<file path="config.mk">
export PLATFORM = sky130hd
export DESIGN_NAME = i2c_byte_master
export DESIGN_NICKNAME = d
export VERILOG_FILES = /design/src/rtl/i2cm_pkg.sv /design/src/rtl/i2cm_sync.sv /design/src/rtl/i2cm_quarter_tick.sv /design/src/rtl/i2cm_ctrl.sv /design/src/rtl/i2c_byte_master.sv
export SDC_FILE = /design/constraint.sdc
export NUM_CORES = 1
export LEC_CHECK = 0
export BUFFER_PORTS_ARGS = -buffer_cell sky130_fd_sc_hd__buf_2
export CAP_MARGIN = 30
export CORE_AREA = 2 2 62 108
export DETAILED_ROUTE_END_ITERATION = 7
export DIE_AREA = 0 0 64 110
export GPL_TIMING_DRIVEN = 1
export PLACE_DENSITY = 0.8
export SYNTH_ARGS = -nofsm -noshare
export SYNTH_HDL_FRONTEND = slang
export SYNTH_SLANG_ARGS = --single-unit
export TNS_END_PERCENT = 20
</file>
<file path="constraint.sdc">
create_clock -name clk -period 4 [get_ports clk]
set_input_delay 0.6 -clock clk [delete_from_list [all_inputs] [get_ports clk]]
set_output_delay 0.6 -clock clk [all_outputs]
set_load 0.02 [all_outputs]
</file>
<file path="src/rtl/i2cm_pkg.sv">
package i2cm_pkg;
  localparam int ADDR_BITS = 7;
  localparam int DATA_BITS = 8;
  localparam int BIT_W     = $clog2(DATA_BITS + 1);

  typedef enum logic [3:0] {
    ST_IDLE,
    ST_WAIT,
    ST_RSTA,
    ST_STA_H,
    ST_STA_L,
    ST_BIT,
    ST_HOLD,
    ST_STOP
  } ctl_state_t;

  // Level the controller wants on SDA for the coming bit.
  function automatic logic bit_level(input logic tx_dir, input logic at_ack,
                                     input logic msb, input logic last);
    if (!at_ack) return tx_dir ? msb : 1'b1;
    return tx_dir ? 1'b1 : last;
  endfunction
endpackage

</file>
<file path="src/rtl/i2cm_sync.sv">
module i2cm_sync #(
  parameter int W      = 2,
  parameter int STAGES = 2
) (
  input  logic         clk,
  input  logic         rst_n,
  input  logic [W-1:0] d,
  output logic [W-1:0] q
);
  logic [STAGES-1:0][W-1:0] stg;

  always_ff @(posedge clk or negedge rst_n) begin
    if (!rst_n) stg <= '1;
    else        stg <= {stg[STAGES-2:0], d};
  end

  assign q = stg[STAGES-1];
endmodule

</file>
<file path="src/rtl/i2cm_quarter_tick.sv">
module i2cm_quarter_tick #(
  parameter int DIV_W = 12
) (
  input  logic             clk,
  input  logic             rst_n,
  input  logic             en,
  input  logic [DIV_W-1:0] div,
  output logic             tick
);
  logic [DIV_W-1:0] cnt;
  logic [DIV_W-1:0] lim;

  // A quarter lasts max(div,2) clocks, so the terminal count is that minus one.
  function automatic logic [DIV_W-1:0] quarter_limit(input logic [DIV_W-1:0] d);
    return (d < DIV_W'(2)) ? DIV_W'(1) : d - DIV_W'(1);
  endfunction

  assign lim  = quarter_limit(div);
  assign tick = en && (cnt >= lim);

  always_ff @(posedge clk or negedge rst_n) begin
    if (!rst_n)          cnt <= '0;
    else if (!en || tick) cnt <= '0;
    else                 cnt <= cnt + DIV_W'(1);
  end

  assert_tick_gap_R10: assert property (@(posedge clk) disable iff (!rst_n)
    tick |=> !tick);
endmodule

</file>
<file path="src/rtl/i2cm_ctrl.sv">
module i2cm_ctrl
  import i2cm_pkg::*;
(
  input  logic                 clk,
  input  logic                 rst_n,
  input  logic                 tick,
  output logic                 tick_en,
  input  logic                 cmd_go,
  input  logic                 cmd_start,
  input  logic [ADDR_BITS-1:0] cmd_addr,
  input  logic                 cmd_rw,
  input  logic [DATA_BITS-1:0] cmd_wdata,
  input  logic                 cmd_last,
  input  logic                 scl_s,
  input  logic                 sda_s,
  output logic                 scl_lvl,
  output logic                 sda_lvl,
  output logic [DATA_BITS-1:0] rd_data,
  output logic                 busy,
  output logic                 done,
  output logic                 nack_error
);
  ctl_state_t           st;
  logic [1:0]           ph;
  logic [BIT_W-1:0]     bidx;
  logic [DATA_BITS-1:0] sh, rx, rd_q;
  logic is_addr, rw_q, last_q, nack_q;
  logic scl_q, sda_q, busy_q, done_q, nerr_q;

  // Named events for the assertions
  logic bus_free, tx_dir, at_ack, sample_ev, ack_missing, stop_end_ev;
  assign bus_free    = scl_s & sda_s;
  assign tx_dir      = is_addr | ~rw_q;
  assign at_ack      = (bidx == BIT_W'(DATA_BITS));
  assign sample_ev   = tick && (st == ST_BIT) && (ph == 2'd3);
  assign ack_missing = sample_ev && at_ack && tx_dir && sda_s;
  assign stop_end_ev = tick && (st == ST_STOP) && (ph == 2'd3);

  assign tick_en = (st != ST_IDLE) && (st != ST_HOLD);

  always_ff @(posedge clk or negedge rst_n) begin
    if (!rst_n) begin
      st <= ST_IDLE; ph <= '0; bidx <= '0;
      sh <= '0; rx <= '0; rd_q <= '0;
      is_addr <= 1'b0; rw_q <= 1'b0; last_q <= 1'b0; nack_q <= 1'b0;
      scl_q <= 1'b1; sda_q <= 1'b1;
      busy_q <= 1'b0; done_q <= 1'b0; nerr_q <= 1'b0;
    end else begin
      done_q <= 1'b0;
      nerr_q <= 1'b0;
      case (st)
        ST_IDLE: if (cmd_go && cmd_start) begin
          st <= ST_WAIT; busy_q <= 1'b1;
          sh <= {cmd_addr, cmd_rw}; rw_q <= cmd_rw; last_q <= cmd_last;
          is_addr <= 1'b1; nack_q <= 1'b0;
        end
        ST_WAIT: if (tick && bus_free) st <= ST_STA_H;
        ST_RSTA: if (tick) begin scl_q <= 1'b1; st <= ST_STA_H; end
        ST_STA_H: if (tick) begin sda_q <= 1'b0; st <= ST_STA_L; end
        ST_STA_L: if (tick) begin
          scl_q <= 1'b0; st <= ST_BIT; ph <= 2'd0; bidx <= '0;
        end
        ST_BIT: if (tick) begin
          case (ph)
            2'd0: begin
              sda_q <= bit_level(tx_dir, at_ack, sh[DATA_BITS-1], last_q);
              ph <= 2'd1;
            end
            2'd1: begin scl_q <= 1'b1; ph <= 2'd2; end
            2'd2: ph <= 2'd3;
            default: begin
              scl_q <= 1'b0; ph <= 2'd0;
              if (!at_ack) begin
                bidx <= bidx + 1'b1;
                sh   <= {sh[DATA_BITS-2:0], 1'b0};
                rx   <= {rx[DATA_BITS-2:0], sda_s};
              end else begin
                if (!tx_dir) rd_q <= rx;
                if (ack_missing) begin
                  nack_q <= 1'b1; st <= ST_STOP;
                end else if (last_q) begin
                  st <= ST_STOP;
                end else begin
                  st <= ST_HOLD; done_q <= 1'b1; is_addr <= 1'b0;
                end
              end
            end
          endcase
        end
        ST_HOLD: if (cmd_go) begin
          last_q <= cmd_last;
          if (cmd_start) begin
            st <= ST_RSTA; sda_q <= 1'b1;
            sh <= {cmd_addr, cmd_rw}; rw_q <= cmd_rw; is_addr <= 1'b1;
          end else begin
            st <= ST_BIT; ph <= 2'd0; bidx <= '0;
            sh <= cmd_wdata; is_addr <= 1'b0;
          end
        end
        ST_STOP: if (tick) begin
          case (ph)
            2'd0: begin sda_q <= 1'b0; ph <= 2'd1; end
            2'd1: begin scl_q <= 1'b1; ph <= 2'd2; end
            2'd2: begin sda_q <= 1'b1; ph <= 2'd3; end
            default: begin
              st <= ST_IDLE; ph <= 2'd0; busy_q <= 1'b0;
              done_q <= 1'b1; nerr_q <= nack_q; nack_q <= 1'b0;
            end
          endcase
        end
        default: st <= ST_IDLE;
      endcase
    end
  end

  assign scl_lvl    = scl_q;
  assign sda_lvl    = sda_q;
  assign rd_data    = rd_q;
  assign busy       = busy_q;
  assign done       = done_q;
  assign nack_error = nerr_q;

  assert_release_idle_R1: assert property (@(posedge clk) disable iff (!rst_n)
    !busy_q |-> (scl_q && sda_q));

  assert_free_before_start_R2: assert property (@(posedge clk) disable iff (!rst_n)
    (st == ST_STA_H && $past(st) == ST_WAIT) |-> $past(bus_free));

  assert_sda_stable_R4: assert property (@(posedge clk) disable iff (!rst_n)
    (scl_q && $past(scl_q) && !$stable(sda_q)) |-> (st == ST_STA_L || st == ST_STOP));

  assert_ack_release_R6: assert property (@(posedge clk) disable iff (!rst_n)
    (st == ST_BIT && scl_q && tx_dir && at_ack) |-> sda_q);

  assert_nack_stop_R7: assert property (@(posedge clk) disable iff (!rst_n)
    nerr_q |-> (done_q && !busy_q && scl_q && sda_q));

  assert_read_release_R8: assert property (@(posedge clk) disable iff (!rst_n)
    (st == ST_BIT && scl_q && !tx_dir && !at_ack) |-> sda_q);

  assert_done_pulse_R12: assert property (@(posedge clk) disable iff (!rst_n)
    done_q |=> !done_q);

  assert_hold_scl_low_R12: assert property (@(posedge clk) disable iff (!rst_n)
    (st == ST_HOLD) |-> (!scl_q && busy_q));
endmodule

</file>
<file path="src/rtl/i2c_byte_master.sv">
module i2c_byte_master
  import i2cm_pkg::*;
#(
  parameter int DIV_W       = 12,
  parameter int SYNC_STAGES = 2
) (
  input  logic                 clk,
  input  logic                 rst_n,
  input  logic [DIV_W-1:0]     cfg_div,
  input  logic                 cmd_go,
  input  logic                 cmd_start,
  input  logic [ADDR_BITS-1:0] cmd_addr,
  input  logic                 cmd_rw,
  input  logic [DATA_BITS-1:0] cmd_wdata,
  input  logic                 cmd_last,
  output logic [DATA_BITS-1:0] rd_data,
  output logic                 busy,
  output logic                 done,
  output logic                 nack_error,
  input  logic                 scl_i,
  input  logic                 sda_i,
  output logic                 scl_oe,
  output logic                 sda_oe
);
  logic [1:0] lines_s;
  logic       tick, tick_en, scl_lvl, sda_lvl;

  i2cm_sync #(.W(2), .STAGES(SYNC_STAGES)) u_sync (
    .clk(clk), .rst_n(rst_n), .d({scl_i, sda_i}), .q(lines_s)
  );

  i2cm_quarter_tick #(.DIV_W(DIV_W)) u_tick (
    .clk(clk), .rst_n(rst_n), .en(tick_en), .div(cfg_div), .tick(tick)
  );

  i2cm_ctrl u_ctrl (
    .clk(clk), .rst_n(rst_n), .tick(tick), .tick_en(tick_en),
    .cmd_go(cmd_go), .cmd_start(cmd_start), .cmd_addr(cmd_addr),
    .cmd_rw(cmd_rw), .cmd_wdata(cmd_wdata), .cmd_last(cmd_last),
    .scl_s(lines_s[1]), .sda_s(lines_s[0]),
    .scl_lvl(scl_lvl), .sda_lvl(sda_lvl),
    .rd_data(rd_data), .busy(busy), .done(done), .nack_error(nack_error)
  );

  assign scl_oe = ~scl_lvl;
  assign sda_oe = ~sda_lvl;
endmodule

</file>
### After elaboration in Yosys (flattened, before gate mapping)

Index checks and enable logic that the tools add are counted.

* logic and storage cells: 198
* input bits: 35
* output and inout port bits: 13
* register bits after elaboration: 59

* $add $sub $neg: 3
* $lt $le $gt $ge: 2
* eq/ne operators: 34
* reduce and logical (&&, ||, !) cells: 38
* bitwise operators: 8
* multiplexer cells: 95

Operator list (count)
* 4-bit two-way mux: 18
* 1-bit two-way mux: 49
* 8-bit two-way mux: 6
* 4-bit one-hot mux with 8 select lines: 1
* 12-bit two-way mux: 2
* 8-bit one-hot mux with 3 select lines: 1
* 8-bit AND reduction: 3
* 2-bit inequality test, second input constant: 11
* 2-bit by 1-bit inequality test with 1-bit output, second input constant: 10
* 4-bit by 3-bit equality test with 1-bit output, second input constant: 4
* 7-bit AND reduction: 2
* 12-bit by 1-bit adder with 12-bit output, second input constant: 1
* 12-bit greater-or-equal comparator: 1
* 12-bit by 2-bit < comparator with 1-bit output, second input constant: 1
* 1-bit one-hot mux with 2 select lines: 6
* 2-bit one-hot mux with 3 select lines: 2
* 4-bit one-hot mux with 3 select lines: 1
* 4-bit AND reduction: 3
* 3-bit nonzero test: 4
* 4-bit nonzero test: 3
* 12-bit by 1-bit subtractor with 12-bit output, second input constant: 1
* 11-bit AND reduction: 1
* 5-bit AND reduction: 2
* 1-bit logical AND: 9
* other kinds (24): 38

### Logic depth before layout (Yosys ltp)

Gate-level depths: netlist (run 1).

* depth after elaboration: 14
* depth in mapped cells: 16

### Hierarchy

From an unflattened synthesis (run 1), not the netlist that was laid out.

* cells, all modules: 358
* area, all modules: 3623.5 µm²

Modules (own cells, without submodules)
* i2cm_ctrl: cells an instance 218, times used 1, sequential area each 1053.5 µm², area each 2379.8 µm²
* i2cm_quarter_tick: cells an instance 132, times used 1, sequential area each 300.3 µm², area each 1116.1 µm²
* i2cm_sync: cells an instance 6, times used 1, sequential area each 105.1 µm², area each 120.1 µm²
* i2c_byte_master: cells an instance 2, times used 1, sequential area each 0.0 µm², area each 7.5 µm²

### Worst setup path after synthesis (run 1)

OpenSTA, ideal clock, no wires.

* kind: input to register
* start: input port cfg_div[3]
* end: register u_ctrl.sh[0]
* slack: 0.447 ns
* arrival time: 3.429 ns
* stages: 13
* required time: 3.875 ns
* setup time: 0.125 ns
* path buffers: 1
* cell sequence: or2_2 -> nor4_1 -> nand2b_1 -> nor2_1 -> xor2_1 -> nand2_1 -> ha_1 -> and4_1 -> a221o_1 -> a21o_1 -> buf_6 -> a31oi_4 -> mux2_2

* longest elaborated chain between the ends: 6

Ends and longest elaborated chain
* start: declaration: line i2c_byte_master.sv:9 `input logic [DIV_W-1:0] cfg_div,`
* 12-bit by 1-bit subtractor with 12-bit output or 12-bit by 2-bit < comparator with 1-bit output (tied branches): line i2cm_quarter_tick.sv:15 `return (d < DIV_W'(2)) ? DIV_W'(1) : d - DIV_W'(1);`
* 12-bit two-way mux (*): line i2cm_quarter_tick.sv:15
* 12-bit greater-or-equal comparator (*): line i2cm_quarter_tick.sv:19 `assign tick = en && (cnt >= lim);`
* 1-bit logical AND (*): line i2cm_quarter_tick.sv:19
* 2-bit by 1-bit inequality test with 1-bit output (no line) (*)
* 6-bit AND reduction (no line) (*)
* end signal: assignment: line i2cm_ctrl.sv:54 `sh <= {cmd_addr, cmd_rw}; rw_q <= cmd_rw; last_q <= cmd_last;`
* end signal: assignment: line i2cm_ctrl.sv:75 `sh <= {sh[DATA_BITS-2:0], 1'b0};`
* end: declaration: line i2cm_ctrl.sv:26 `logic [DATA_BITS-1:0] sh, rx, rd_q;`

Mark *: on every way between the ends. The rest lies on a longest branch, timed or not.
A chain may end at the register's enable or synchronous reset.

### Worst setup path after layout (run 1)

Same ends and word-level chain as after synthesis.

==> report_table.html, run 1 <==
<table>
<tr><th>Metric</th><th>Value</th></tr>
<tr><th colspan="2">Synthesis</th></tr>
<tr><td>Number of flops mapped to enable cells by yosys</td><td>0</td></tr>
<tr><td>Synthesized area per cell</td><td>around 9.4 sq um</td></tr>
<tr><td>Number of synthesized register bits</td><td>58</td></tr>
<tr><td>Leading post-synthesis cells by cell area</td><td>sky130_fd_sc_hd__dfrtp_1, sky130_fd_sc_hd__mux2_2, sky130_fd_sc_hd__ha_1</td></tr>
<tr><td>Portion of synthesized cell area occupied by the leading cell type</td><td>a little over a third</td></tr>
<tr><td>Post-synthesis async set-or-reset flop share</td><td>100%</td></tr>
<tr><td>Main flop type after synthesis</td><td>sky130_fd_sc_hd__dfrtp_1</td></tr>
<tr><td>Mapped Nets</td><td>436</td></tr>
<tr><td>Biggest area consumer among synthesized cells</td><td>sky130_fd_sc_hd__dfrtp_1</td></tr>
<tr><td>Gate count of the mapped netlist</td><td>380</td></tr>
<tr><td>Number of warning messages in the yosys log</td><td>0</td></tr>
<tr><td>Sequential element share of the synthesized area</td><td>roughly two fifths</td></tr>
<tr><td>Summed instance area of the synthesized netlist</td><td>3570 sq um</td></tr>
<tr><td>Synth cell types</td><td>55</td></tr>
<tr><th colspan="2">Global route</th></tr>
<tr><td>Sum of overflow across all layers after global routing</td><td>0</td></tr>
<tr><td>Initial antenna violation count</td><td>0</td></tr>
<tr><td>Via count of the first global-routing pass</td><td>roughly 3000</td></tr>
<tr><td>Wire length of the first global-routing pass</td><td>13200 microns</td></tr>
<tr><td>Total routing usage reported by global routing</td><td>24.5%</td></tr>
<tr><td>Pin count of the biggest net entering global routing</td><td>~60</td></tr>
<tr><th colspan="2">CTS</th></tr>
<tr><td>CTS Hold Bufs</td><td>0</td></tr>
<tr><td>Maximum number of buffers from clock root to sink</td><td>2</td></tr>
<tr><td>Clock sinks</td><td>58</td></tr>
<tr><td>Clk Latency, worst-skew pair</td><td>around 350 ps</td></tr>
<tr><td>TritonCTS Buffers</td><td>9</td></tr>
<tr><td>H-tree lvl count</td><td>3</td></tr>
<tr><td>Post-CTS Repair Setup Buffers</td><td>0</td></tr>
<tr><td>Clock slew seen by the registers of the worst setup and hold paths</td><td>around 70 ps</td></tr>
<tr><td>Total of cells resized after clock tree synthesis</td><td>0</td></tr>
<tr><td>Root buffer cell</td><td>sky130_fd_sc_hd__clkbuf_8</td></tr>
<tr><td>TritonCTS clock tree</td><td>done</td></tr>
<tr><th colspan="2">Route</th></tr>
<tr><td>Routed WL per cell</td><td>between 15 and 20 microns</td></tr>
<tr><td>Vias post-DR</td><td>a little over 3000</td></tr>
<tr><td>Detailed Route Iter0 Violations</td><td>160</td></tr>
<tr><td>Post-detailed-routing wire length</td><td>7950 microns</td></tr>
<tr><td>Residual antenna-violating net count after detailed routing</td><td>0</td></tr>
<tr><td>First drt pass iteration count</td><td>4</td></tr>
<tr><td>Avg Vias per Cell</td><td>5.86</td></tr>
<tr><td>Remaining DRCs</td><td>0</td></tr>
<tr><th colspan="2">Critical path</th></tr>
<tr><td>Worst EP arrival</td><td>3820 ps</td></tr>
<tr><td>R2R Setup Slk</td><td>roughly 1500 ps</td></tr>
<tr><td>Crit-path leading delay family</td><td>simple AND/OR/NAND/NOR gates</td></tr>
<tr><td>Critical path startpoint category</td><td>input port</td></tr>
<tr><td>Sum of buffers and inverters on the critical path</td><td>1</td></tr>
<tr><td>Critical path class</td><td>input port to flip-flop</td></tr>
<tr><td>Worst setup EP type</td><td>flip-flop</td></tr>
<tr><td>Endpoint required time on the critical path</td><td>4230 ps</td></tr>
<tr><td>Crit Path Max Fanout</td><td>8</td></tr>
<tr><td>Slowest cell on crit path</td><td>sky130_fd_sc_hd__nor4_1</td></tr>
<tr><td>Cells traversed along the worst timing path</td><td>buf_2, or2_2, nor4_1, nand2b_1, nor2_1, xor2_1, nand2_1, ha_1, and4_1, a221o_1, a21o_1, a31oi_4, mux2_2</td></tr>
<tr><td>Stage delay of the slowest cell on the critical path</td><td>around 400 ps</td></tr>
<tr><th colspan="2">Placed design</th></tr>
<tr><td>Placed Area</td><td>just under 4000 sq um</td></tr>
<tr><td>Number of cells in the design after placement</td><td>between 400 and 500</td></tr>
<tr><td>RePlAce Congestion</td><td>around 0.93</td></tr>
<tr><td>PortBufs</td><td>between 40 and 50</td></tr>
<tr><td>DP HPWL</td><td>a little under 6000 microns</td></tr>
<tr><th colspan="2">Finish</th></tr>
<tr><td>Net count of the finished layout</td><td>roughly 490</td></tr>
<tr><td>Design area</td><td>roughly 4100 sq um</td></tr>
<tr><td>Share of cells above drive strength 1</td><td>26.0%</td></tr>
<tr><td>Final cell count without fillers</td><td>~520</td></tr>
<tr><td>ANT cells</td><td>0</td></tr>
<tr><td>Area growth from synthesis to layout</td><td>14.8%</td></tr>
<tr><th colspan="2">Pwr</th></tr>
<tr><td>Total power per unit cell area</td><td>a little under 400 nW/um^2</td></tr>
<tr><td>Static leakage</td><td>around 2.1 nW</td></tr>
<tr><td>Max VDD drop</td><td>~0.00040 V</td></tr>
<tr><th colspan="2">Floorplanning</th></tr>
<tr><td>Standard cell core area</td><td>between 6000 and 7000 sq um</td></tr>
<tr><td>Cell Rows</td><td>38</td></tr>
<tr><td>Height of the die</td><td>roughly 110 microns</td></tr>
<tr><td>Top Ports</td><td>between 40 and 50</td></tr>
<tr><td>Starting utilization of the core area</td><td>about 58%</td></tr>
<tr><td>Die footprint</td><td>7040 sq um</td></tr>
<tr><td>Die span in x</td><td>~64 microns</td></tr>
<tr><th colspan="2">STA</th></tr>
<tr><td>Hold_ws</td><td>about 350 ps</td></tr>
<tr><td>RSZ-0062 raised after global routing</td><td>no</td></tr>
<tr><td>Slew of the pin with the lowest slew margin</td><td>697 ps</td></tr>
<tr><td>Setup TNS after final layout</td><td>0 ps</td></tr>
<tr><td>Timing-limited maximum frequency</td><td>roughly 280 MHz</td></tr>
<tr><td>Setup-violating endpoint count in the final report</td><td>0</td></tr>
<tr><td>Crit path time final</td><td>between 3000 and 4000 ps</td></tr>
<tr><td>Setup skew after layout</td><td>between 6 and 7 ps</td></tr>
<tr><td>Final period util</td><td>between 80% and 90%</td></tr>
<tr><td>Final-report hold violation count</td><td>0</td></tr>
<tr><td>Final Max Tran Viols</td><td>0</td></tr>
<tr><td>Remaining max-slew budget at the tightest pin</td><td>53.5%</td></tr>
<tr><th colspan="2">Hold path</th></tr>
<tr><td>Kind of path behind the tightest hold check</td><td>input port to flip-flop</td></tr>
<tr><th colspan="2">Job</th></tr>
<tr><td>Maxcap violations</td><td>0</td></tr>
<tr><th colspan="2">Outcome</th></tr>
<tr><td>Result of the run</td><td>complete, no violations</td></tr>
</table>
[through the flow]
step / utilization (%) / setup WS (ps) / power (mW)
floorplan: - / 447 / 0.939
global placement: 63.5 / 180 / 1.02
detailed placement: 63.5 / 59.6 / 1.05
CTS: 66.8 / 425 / 1.60
global route: 66.8 / 107 / 1.68
finish: 66.8 / 412 / 1.58
[cell usage in the layout, fill, tap and decap left out, types with 2 or more instances in the layout]
cell type                    netlist  routed
sky130_fd_sc_hd__o211ai_1          3       3
sky130_fd_sc_hd__and2_1            2       2
sky130_fd_sc_hd__a22o_1            2       2
sky130_fd_sc_hd__nor2b_1           4       4
sky130_fd_sc_hd__dfstp_2           6       6
sky130_fd_sc_hd__nand3_1          18      18
sky130_fd_sc_hd__o21ai_0          11      11
sky130_fd_sc_hd__or3_1             3       3
sky130_fd_sc_hd__xor2_1           14      14
sky130_fd_sc_hd__a31o_2            3       3
sky130_fd_sc_hd__nand2_1          49      49
sky130_fd_sc_hd__clkinvlp_4        0       2
sky130_fd_sc_hd__and3_1            8       8
sky130_fd_sc_hd__a21oi_1          11      11
sky130_fd_sc_hd__nand4_1           6       6
sky130_fd_sc_hd__clkbuf_8          0      11
sky130_fd_sc_hd__nor3_1            9       9
sky130_fd_sc_hd__nor4_1            3       3
sky130_fd_sc_hd__o32ai_1           2       2
sky130_fd_sc_hd__nand3b_1          2       2
sky130_fd_sc_hd__nor2_1           34      34
sky130_fd_sc_hd__a32oi_1           2       2
sky130_fd_sc_hd__or2_2             2       2
sky130_fd_sc_hd__and4_1            3       3
sky130_fd_sc_hd__dfrtp_1          52      52
sky130_fd_sc_hd__nand2b_1          6       6
sky130_fd_sc_hd__xnor2_1           5       5
sky130_fd_sc_hd__ha_1             21      21
sky130_fd_sc_hd__a31oi_1           4       4
sky130_fd_sc_hd__inv_1            15      15
sky130_fd_sc_hd__buf_4             0       9
sky130_fd_sc_hd__o221ai_1          2       2
sky130_fd_sc_hd__a22oi_1           8       8
sky130_fd_sc_hd__buf_2             6      47
sky130_fd_sc_hd__a211oi_1          2       2
sky130_fd_sc_hd__and3b_1           2       2
sky130_fd_sc_hd__a21o_1            6       6
sky130_fd_sc_hd__mux2_2           26      26
[flip-flops by register name, indices dropped and copies added (netlist names), 2 cells and up]
register	count
u_ctrl.bidx	4
u_ctrl.ph	2
u_ctrl.rd_data	8
u_ctrl.rx	8
u_ctrl.sh	8
u_ctrl.st	3
u_sync.q	2
u_sync.stg	2
u_tick.cnt	12
[worst reg2reg max path: cells and delay by family (launching register included)]
kind,cells,cell delay (ps)
AOI/OAI and AO/OA,3,790
adders and majority gates,1,260
buffers and inverters,1,60
DFF,1,420
muxes,1,410
and+or+nand+nor,2,440
[worst paths after layout]
kind,depth (start not counted),end,startpoint
setup reg to reg,8,u_ctrl.rd_data[1],u_tick.cnt[0]
max in group asynchronous,2,u_ctrl.bidx[2],rst_n
hold reg to reg,0,u_sync.q[0],u_sync.stg[0]
min in group asynchronous,2,u_tick.cnt[11],rst_n
setup / recovery,13,u_ctrl.sh[0],cfg_div[3]
hold / removal,1,u_sync.stg[0],sda_i
[area by class of cell]
type                    count  area (sq um)
well taps                  80           100
clock inverters             4          50.0
flip-flops and latches     58          1460
multi-input cells         290          1980
fillers                   505          2030
clock buffers              12           155
repair buffers             56           303
inverters                  15          56.3
[synth_stat cells (2+ instances only)]
cell type,n
sky130_fd_sc_hd__buf_2,6
sky130_fd_sc_hd__nor2b_1,4
sky130_fd_sc_hd__a21o_1,6
sky130_fd_sc_hd__nand2b_1,6
sky130_fd_sc_hd__nand4_1,6
sky130_fd_sc_hd__mux2_2,26
sky130_fd_sc_hd__or2_2,2
sky130_fd_sc_hd__ha_1,21
sky130_fd_sc_hd__nand2_1,49
sky130_fd_sc_hd__nand3_1,18
sky130_fd_sc_hd__a22oi_1,8
sky130_fd_sc_hd__dfstp_2,6
sky130_fd_sc_hd__and3b_1,2
sky130_fd_sc_hd__and2_1,2
sky130_fd_sc_hd__xnor2_1,5
sky130_fd_sc_hd__a32oi_1,2
sky130_fd_sc_hd__clkbuf_1,9
sky130_fd_sc_hd__nor2_1,34
sky130_fd_sc_hd__xor2_1,14
sky130_fd_sc_hd__nand3b_1,2
sky130_fd_sc_hd__and4_1,3
sky130_fd_sc_hd__o21ai_0,11
sky130_fd_sc_hd__inv_1,15
sky130_fd_sc_hd__o211ai_1,3
sky130_fd_sc_hd__a31o_2,3
sky130_fd_sc_hd__a21oi_1,11
sky130_fd_sc_hd__nor4_1,3
sky130_fd_sc_hd__a211oi_1,2
sky130_fd_sc_hd__o32ai_1,2
sky130_fd_sc_hd__a31oi_1,4
sky130_fd_sc_hd__nor3_1,9
sky130_fd_sc_hd__or3_1,3
sky130_fd_sc_hd__and3_1,8
sky130_fd_sc_hd__o221ai_1,2
sky130_fd_sc_hd__a22o_1,2
sky130_fd_sc_hd__dfrtp_1,52
[cells by family (layout without fill, tap and decap cells)]
family	after synthesis	after routing	synth area share (%)
simple gates	154	154	21.0
compound gates	69	69	13.9
flops	58	58	40.9
buf+inv	32	87	3.79
mux	27	27	8.48
fa+ha+maj	21	21	7.36
xor+xnor	19	19	4.66
[metal layers]
metal	part of all wire, %	global-route usage, %	up-vias
li1	-	-	1457
met1	38	24.5	1441
met2	55	46.1	102
met3	4.3	5.08	18
met4	3.2	14.1	0
met5	0	0	-
[report_power, final]
| group | internal, mW | switching (mW) |
|---|---|---|
| Clock | 0.320 | 0.228 |
| Sequential | 0.641 | 0.0608 |
| Combinational | 0.157 | 0.176 |
No activity file was read; power rests on OpenSTA's default activity.
==> run 2, diff against run 1 <==
CORE_AREA = 2 2 80 139   (was 2 2 62 108)
DIE_AREA = 0 0 82 141   (was 0 0 64 110)
PLACE_DENSITY = default   (was 0.8)
clock period = 3.42 ns   (was 4 ns; I/O delays follow)
==> run 2 against run 1 <==
  * Global-route usage fell by 7.7 points
  * Non-clock buffer count is 18 higher
  * Critical endpoint is now u_ctrl.sh[1]
  * Sequential power up 17%
  * Largest cell class unchanged
==> report_table.html, run 2 (synthesized netlist as in run 1, its figures left out) <==
<table>
<tr><th>Metric</th><th>Value</th></tr>
<tr><th colspan="2">Outcome</th></tr>
<tr><td>Result of the run</td><td>complete, no violations (unchanged)</td></tr>
<tr><th colspan="2">Global route</th></tr>
<tr><td>Via count of the first global-routing pass</td><td>3107 (was 2976)</td></tr>
<tr><td>Total routing usage reported by global routing</td><td>16.9% (was 24.5%)</td></tr>
<tr><td>Sum of overflow across all layers after global routing</td><td>0 (unchanged)</td></tr>
<tr><td>Initial antenna violation count</td><td>0 (unchanged)</td></tr>
<tr><td>Pin count of the biggest net entering global routing</td><td>40 (was 59)</td></tr>
<tr><td>Wire length of the first global-routing pass</td><td>14700 microns (was 13200 microns)</td></tr>
<tr><th colspan="2">Critical path</th></tr>
<tr><td>Stage delay of the slowest cell on the critical path</td><td>380 ps (was 400 ps)</td></tr>
<tr><td>Slowest cell on crit path</td><td>sky130_fd_sc_hd__or3_1 (was sky130_fd_sc_hd__nor4_1)</td></tr>
<tr><td>Critical path startpoint category</td><td>input port (unchanged)</td></tr>
<tr><td>Endpoint required time on the critical path</td><td>3640 ps (was 4230 ps)</td></tr>
<tr><td>Cells traversed along the worst timing path</td><td>buf_2, or3_1, nor4_1, nand2_1, buf_4, buf_4, nand2_1, ha_1, nand2b_1, a31oi_1, o21ai_1, a21o_4, a31oi_4, mux2_2 (was buf_2, or2_2, nor4_1, nand2b_1, nor2_1, xor2_1, nand2_1, ha_1, and4_1, a221o_1, a21o_1, a31oi_4, mux2_2)</td></tr>
<tr><td>Crit Path Max Fanout</td><td>8 (unchanged)</td></tr>
<tr><td>Worst EP arrival</td><td>3430 ps (was 3820 ps)</td></tr>
<tr><td>Sum of buffers and inverters on the critical path</td><td>3 (was 1)</td></tr>
<tr><td>Crit-path leading delay family</td><td>simple AND/OR/NAND/NOR gates (unchanged)</td></tr>
<tr><td>Critical path class</td><td>input port to flip-flop (unchanged)</td></tr>
<tr><td>Worst setup EP type</td><td>flip-flop (unchanged)</td></tr>
<tr><th colspan="2">Placed design</th></tr>
<tr><td>RePlAce Congestion</td><td>0.874 (was 0.931)</td></tr>
<tr><td>DP HPWL</td><td>7030 microns (was 5870 microns)</td></tr>
<tr><td>PortBufs</td><td>47 (unchanged)</td></tr>
<tr><td>Pre-CTS WS</td><td>-230 ps (was 59.6 ps)</td></tr>
<tr><td>Placed Area</td><td>4100 sq um (was 3890 sq um)</td></tr>
<tr><td>Number of cells in the design after placement</td><td>566 (was 499)</td></tr>
<tr><th colspan="2">Finish</th></tr>
<tr><td>ANT cells</td><td>0 (unchanged)</td></tr>
<tr><td>Design area</td><td>4450 sq um (was 4100 sq um)</td></tr>
<tr><td>Final cell count without fillers</td><td>583 (was 515)</td></tr>
<tr><td>Share of cells above drive strength 1</td><td>29.8% (was 26.0%)</td></tr>
<tr><td>Area growth from synthesis to layout</td><td>24.7% (was 14.8%)</td></tr>
<tr><td>Net count of the finished layout</td><td>504 (was 486)</td></tr>
<tr><td>Reg with most FFs</td><td>u_tick.cnt (unchanged)</td></tr>
<tr><td>Utilization of the core after routing</td><td>42.4% (was 66.8%)</td></tr>
<tr><td>Top library cells by usage in the layout, fill and taps aside</td><td>sky130_fd_sc_hd__dfrtp_1, sky130_fd_sc_hd__nand2_1, sky130_fd_sc_hd__buf_2, sky130_fd_sc_hd__nor2_1, sky130_fd_sc_hd__buf_4 (was sky130_fd_sc_hd__dfrtp_1, sky130_fd_sc_hd__nand2_1, sky130_fd_sc_hd__buf_2, sky130_fd_sc_hd__nor2_1, sky130_fd_sc_hd__mux2_2)</td></tr>
<tr><td>Most common cell after layout, fill and taps aside</td><td>sky130_fd_sc_hd__dfrtp_1 (unchanged)</td></tr>
<tr><td>FILL cells</td><td>1046 (was 505)</td></tr>
<tr><td>Number of flip-flops in the largest register</td><td>12 (unchanged)</td></tr>
<tr><th colspan="2">Floorplanning</th></tr>
<tr><td>Height of the die</td><td>141 microns (was 110 microns)</td></tr>
<tr><td>Die span in x</td><td>82 microns (was 64 microns)</td></tr>
<tr><td>Standard cell core area</td><td>10500 sq um (was 6130 sq um)</td></tr>
<tr><td>Top Ports</td><td>48 (unchanged)</td></tr>
<tr><td>Die footprint</td><td>11600 sq um (was 7040 sq um)</td></tr>
<tr><td>Cell Rows</td><td>50 (was 38)</td></tr>
<tr><td>Starting utilization of the core area</td><td>34.0% (was 58.2%)</td></tr>
<tr><th colspan="2">STA</th></tr>
<tr><td>Final period util</td><td>between 90% and 100%</td></tr>
<tr><td>Final-report hold violation count</td><td>0 (unchanged)</td></tr>
<tr><td>Slew of the pin with the lowest slew margin</td><td>704 ps (was 697 ps)</td></tr>
<tr><td>Timing-limited maximum frequency</td><td>between 300 and 400 MHz</td></tr>
<tr><td>Post-layout worst setup margin</td><td>205 ps (was 412 ps)</td></tr>
<tr><td>Setup-violating endpoint count in the final report</td><td>0 (unchanged)</td></tr>
<tr><td>RSZ-0062 raised after global routing</td><td>no (unchanged)</td></tr>
<tr><td>Remaining max-slew budget at the tightest pin</td><td>53.0% (was 53.5%)</td></tr>
<tr><td>Setup skew after layout</td><td>4.32 ps (was 6.53 ps)</td></tr>
<tr><td>Final Max Tran Viols</td><td>0 (unchanged)</td></tr>
<tr><td>Crit path time final</td><td>around 3200 ps</td></tr>
<tr><td>Hold_ws</td><td>122 ps (was 346 ps)</td></tr>
<tr><th colspan="2">Pwr</th></tr>
<tr><td>Total power per unit cell area</td><td>503 nW/um^2 (was 386 nW/um^2)</td></tr>
<tr><td>Max VDD drop</td><td>0.000292 V (was 0.000396 V)</td></tr>
<tr><td>Static leakage</td><td>2.26 nW (was 2.11 nW)</td></tr>
<tr><th colspan="2">CTS</th></tr>
<tr><td>TritonCTS clock tree</td><td>done (unchanged)</td></tr>
<tr><td>Maximum number of buffers from clock root to sink</td><td>2 (unchanged)</td></tr>
<tr><td>TritonCTS Buffers</td><td>9 (unchanged)</td></tr>
<tr><td>H-tree lvl count</td><td>3 (unchanged)</td></tr>
<tr><td>Root buffer cell</td><td>sky130_fd_sc_hd__clkbuf_16 (was sky130_fd_sc_hd__clkbuf_8)</td></tr>
<tr><td>Clock slew seen by the registers of the worst setup and hold paths</td><td>50 ps (was 70 ps)</td></tr>
<tr><td>Clk Latency, worst-skew pair</td><td>330 ps (was 350 ps)</td></tr>
<tr><td>CTS Hold Bufs</td><td>0 (unchanged)</td></tr>
<tr><td>Clock sinks</td><td>58 (unchanged)</td></tr>
<tr><th colspan="2">Route</th></tr>
<tr><td>Post-detailed-routing wire length</td><td>9050 microns (was 7950 microns)</td></tr>
<tr><td>Avg Vias per Cell</td><td>5.33 (was 5.86)</td></tr>
<tr><td>Remaining DRCs</td><td>0 (unchanged)</td></tr>
<tr><td>Residual antenna-violating net count after detailed routing</td><td>0 (unchanged)</td></tr>
<tr><td>Detailed Route Iter0 Violations</td><td>169 (was 160)</td></tr>
<tr><td>Vias post-DR</td><td>3105 (was 3018)</td></tr>
<tr><td>Routed WL per cell</td><td>15.5 microns (was 15.4 microns)</td></tr>
<tr><td>First drt pass iteration count</td><td>4 (unchanged)</td></tr>
<tr><th colspan="2">Hold path</th></tr>
<tr><td>Kind of path behind the tightest hold check</td><td>input port to async pin (was input port to flip-flop)</td></tr>
<tr><th colspan="2">Job</th></tr>
<tr><td>Maxcap violations</td><td>0 (unchanged)</td></tr>
</table>
-- run 2: cell types whose count changed in the layout (fill, tap and decap cells not counted), sizes merged --
| cell | change |
|---|---|
| buf | +18 |
| clkinv | +1 |
| clkinvlp | -2 |
| bufinv | +1 |
-- run 2: metal layers --
layer	routed length [microns]	share of wire (%)	global-route usage, %
met4	503	5.6	11.6
met2	5160	57	30.5
met3	352	3.9	4.16
met1	3040	34	15.9
met5	0	0	0
-- run 2: what timing repair did --
action                     CTS  global route
resized for setup            0             3
buffers inserted             0             1
setup endpoints to repair    0            26
-- run 2: report_power, final --
group,internal (mW),total [mW],switching (mW),leakage [nW]
Sequential,0.750,0.823,0.0727,0.741
Combinational,0.205,0.421,0.216,1.36
Clock,0.677,0.994,0.317,0.163
-- run 2: per-stage QoR --
step                setup TNS (ps)  total power [mW]
finish                           0              2.24
floorplan                        0              1.10
CTS                              0              2.26
global placement             -2110              1.24
detailed placement           -5630              1.26
global route                     0              2.36
-- run 2: worst paths after layout --
| path | startpoint | endpoint | slack [ps] | depth (start not counted) |
|---|---|---|---|---|
| max in group asynchronous | rst_n | u_tick.cnt[6] | 2430 | 2 |
| worst min register to register | u_sync.stg[1] | u_sync.q[1] | 350 | 0 |
| worst max register to register | u_ctrl.st[2] | u_ctrl.busy | 830 | 7 |
| worst max-delay path | cfg_div[9] | u_ctrl.sh[1] | 210 | 14 |
| min in group clk | sda_i | u_sync.stg[0] | 280 | 1 |
| worst min-delay path | rst_n | u_ctrl.rd_data[5] | 120 | 1 |
-- run 2: layout make-up --
class                      instances  area, sq um  share of cell area, %
sequential                        58         1460                   32.8
multi-input combinational        290         2010                   45.1
tap                              130          163                   3.65
timing repair buffer              74          438                   9.83
inverter                          15         56.3                   1.26
clock buffer                      12          256                   5.76
clock inverter                     4         73.8                   1.66
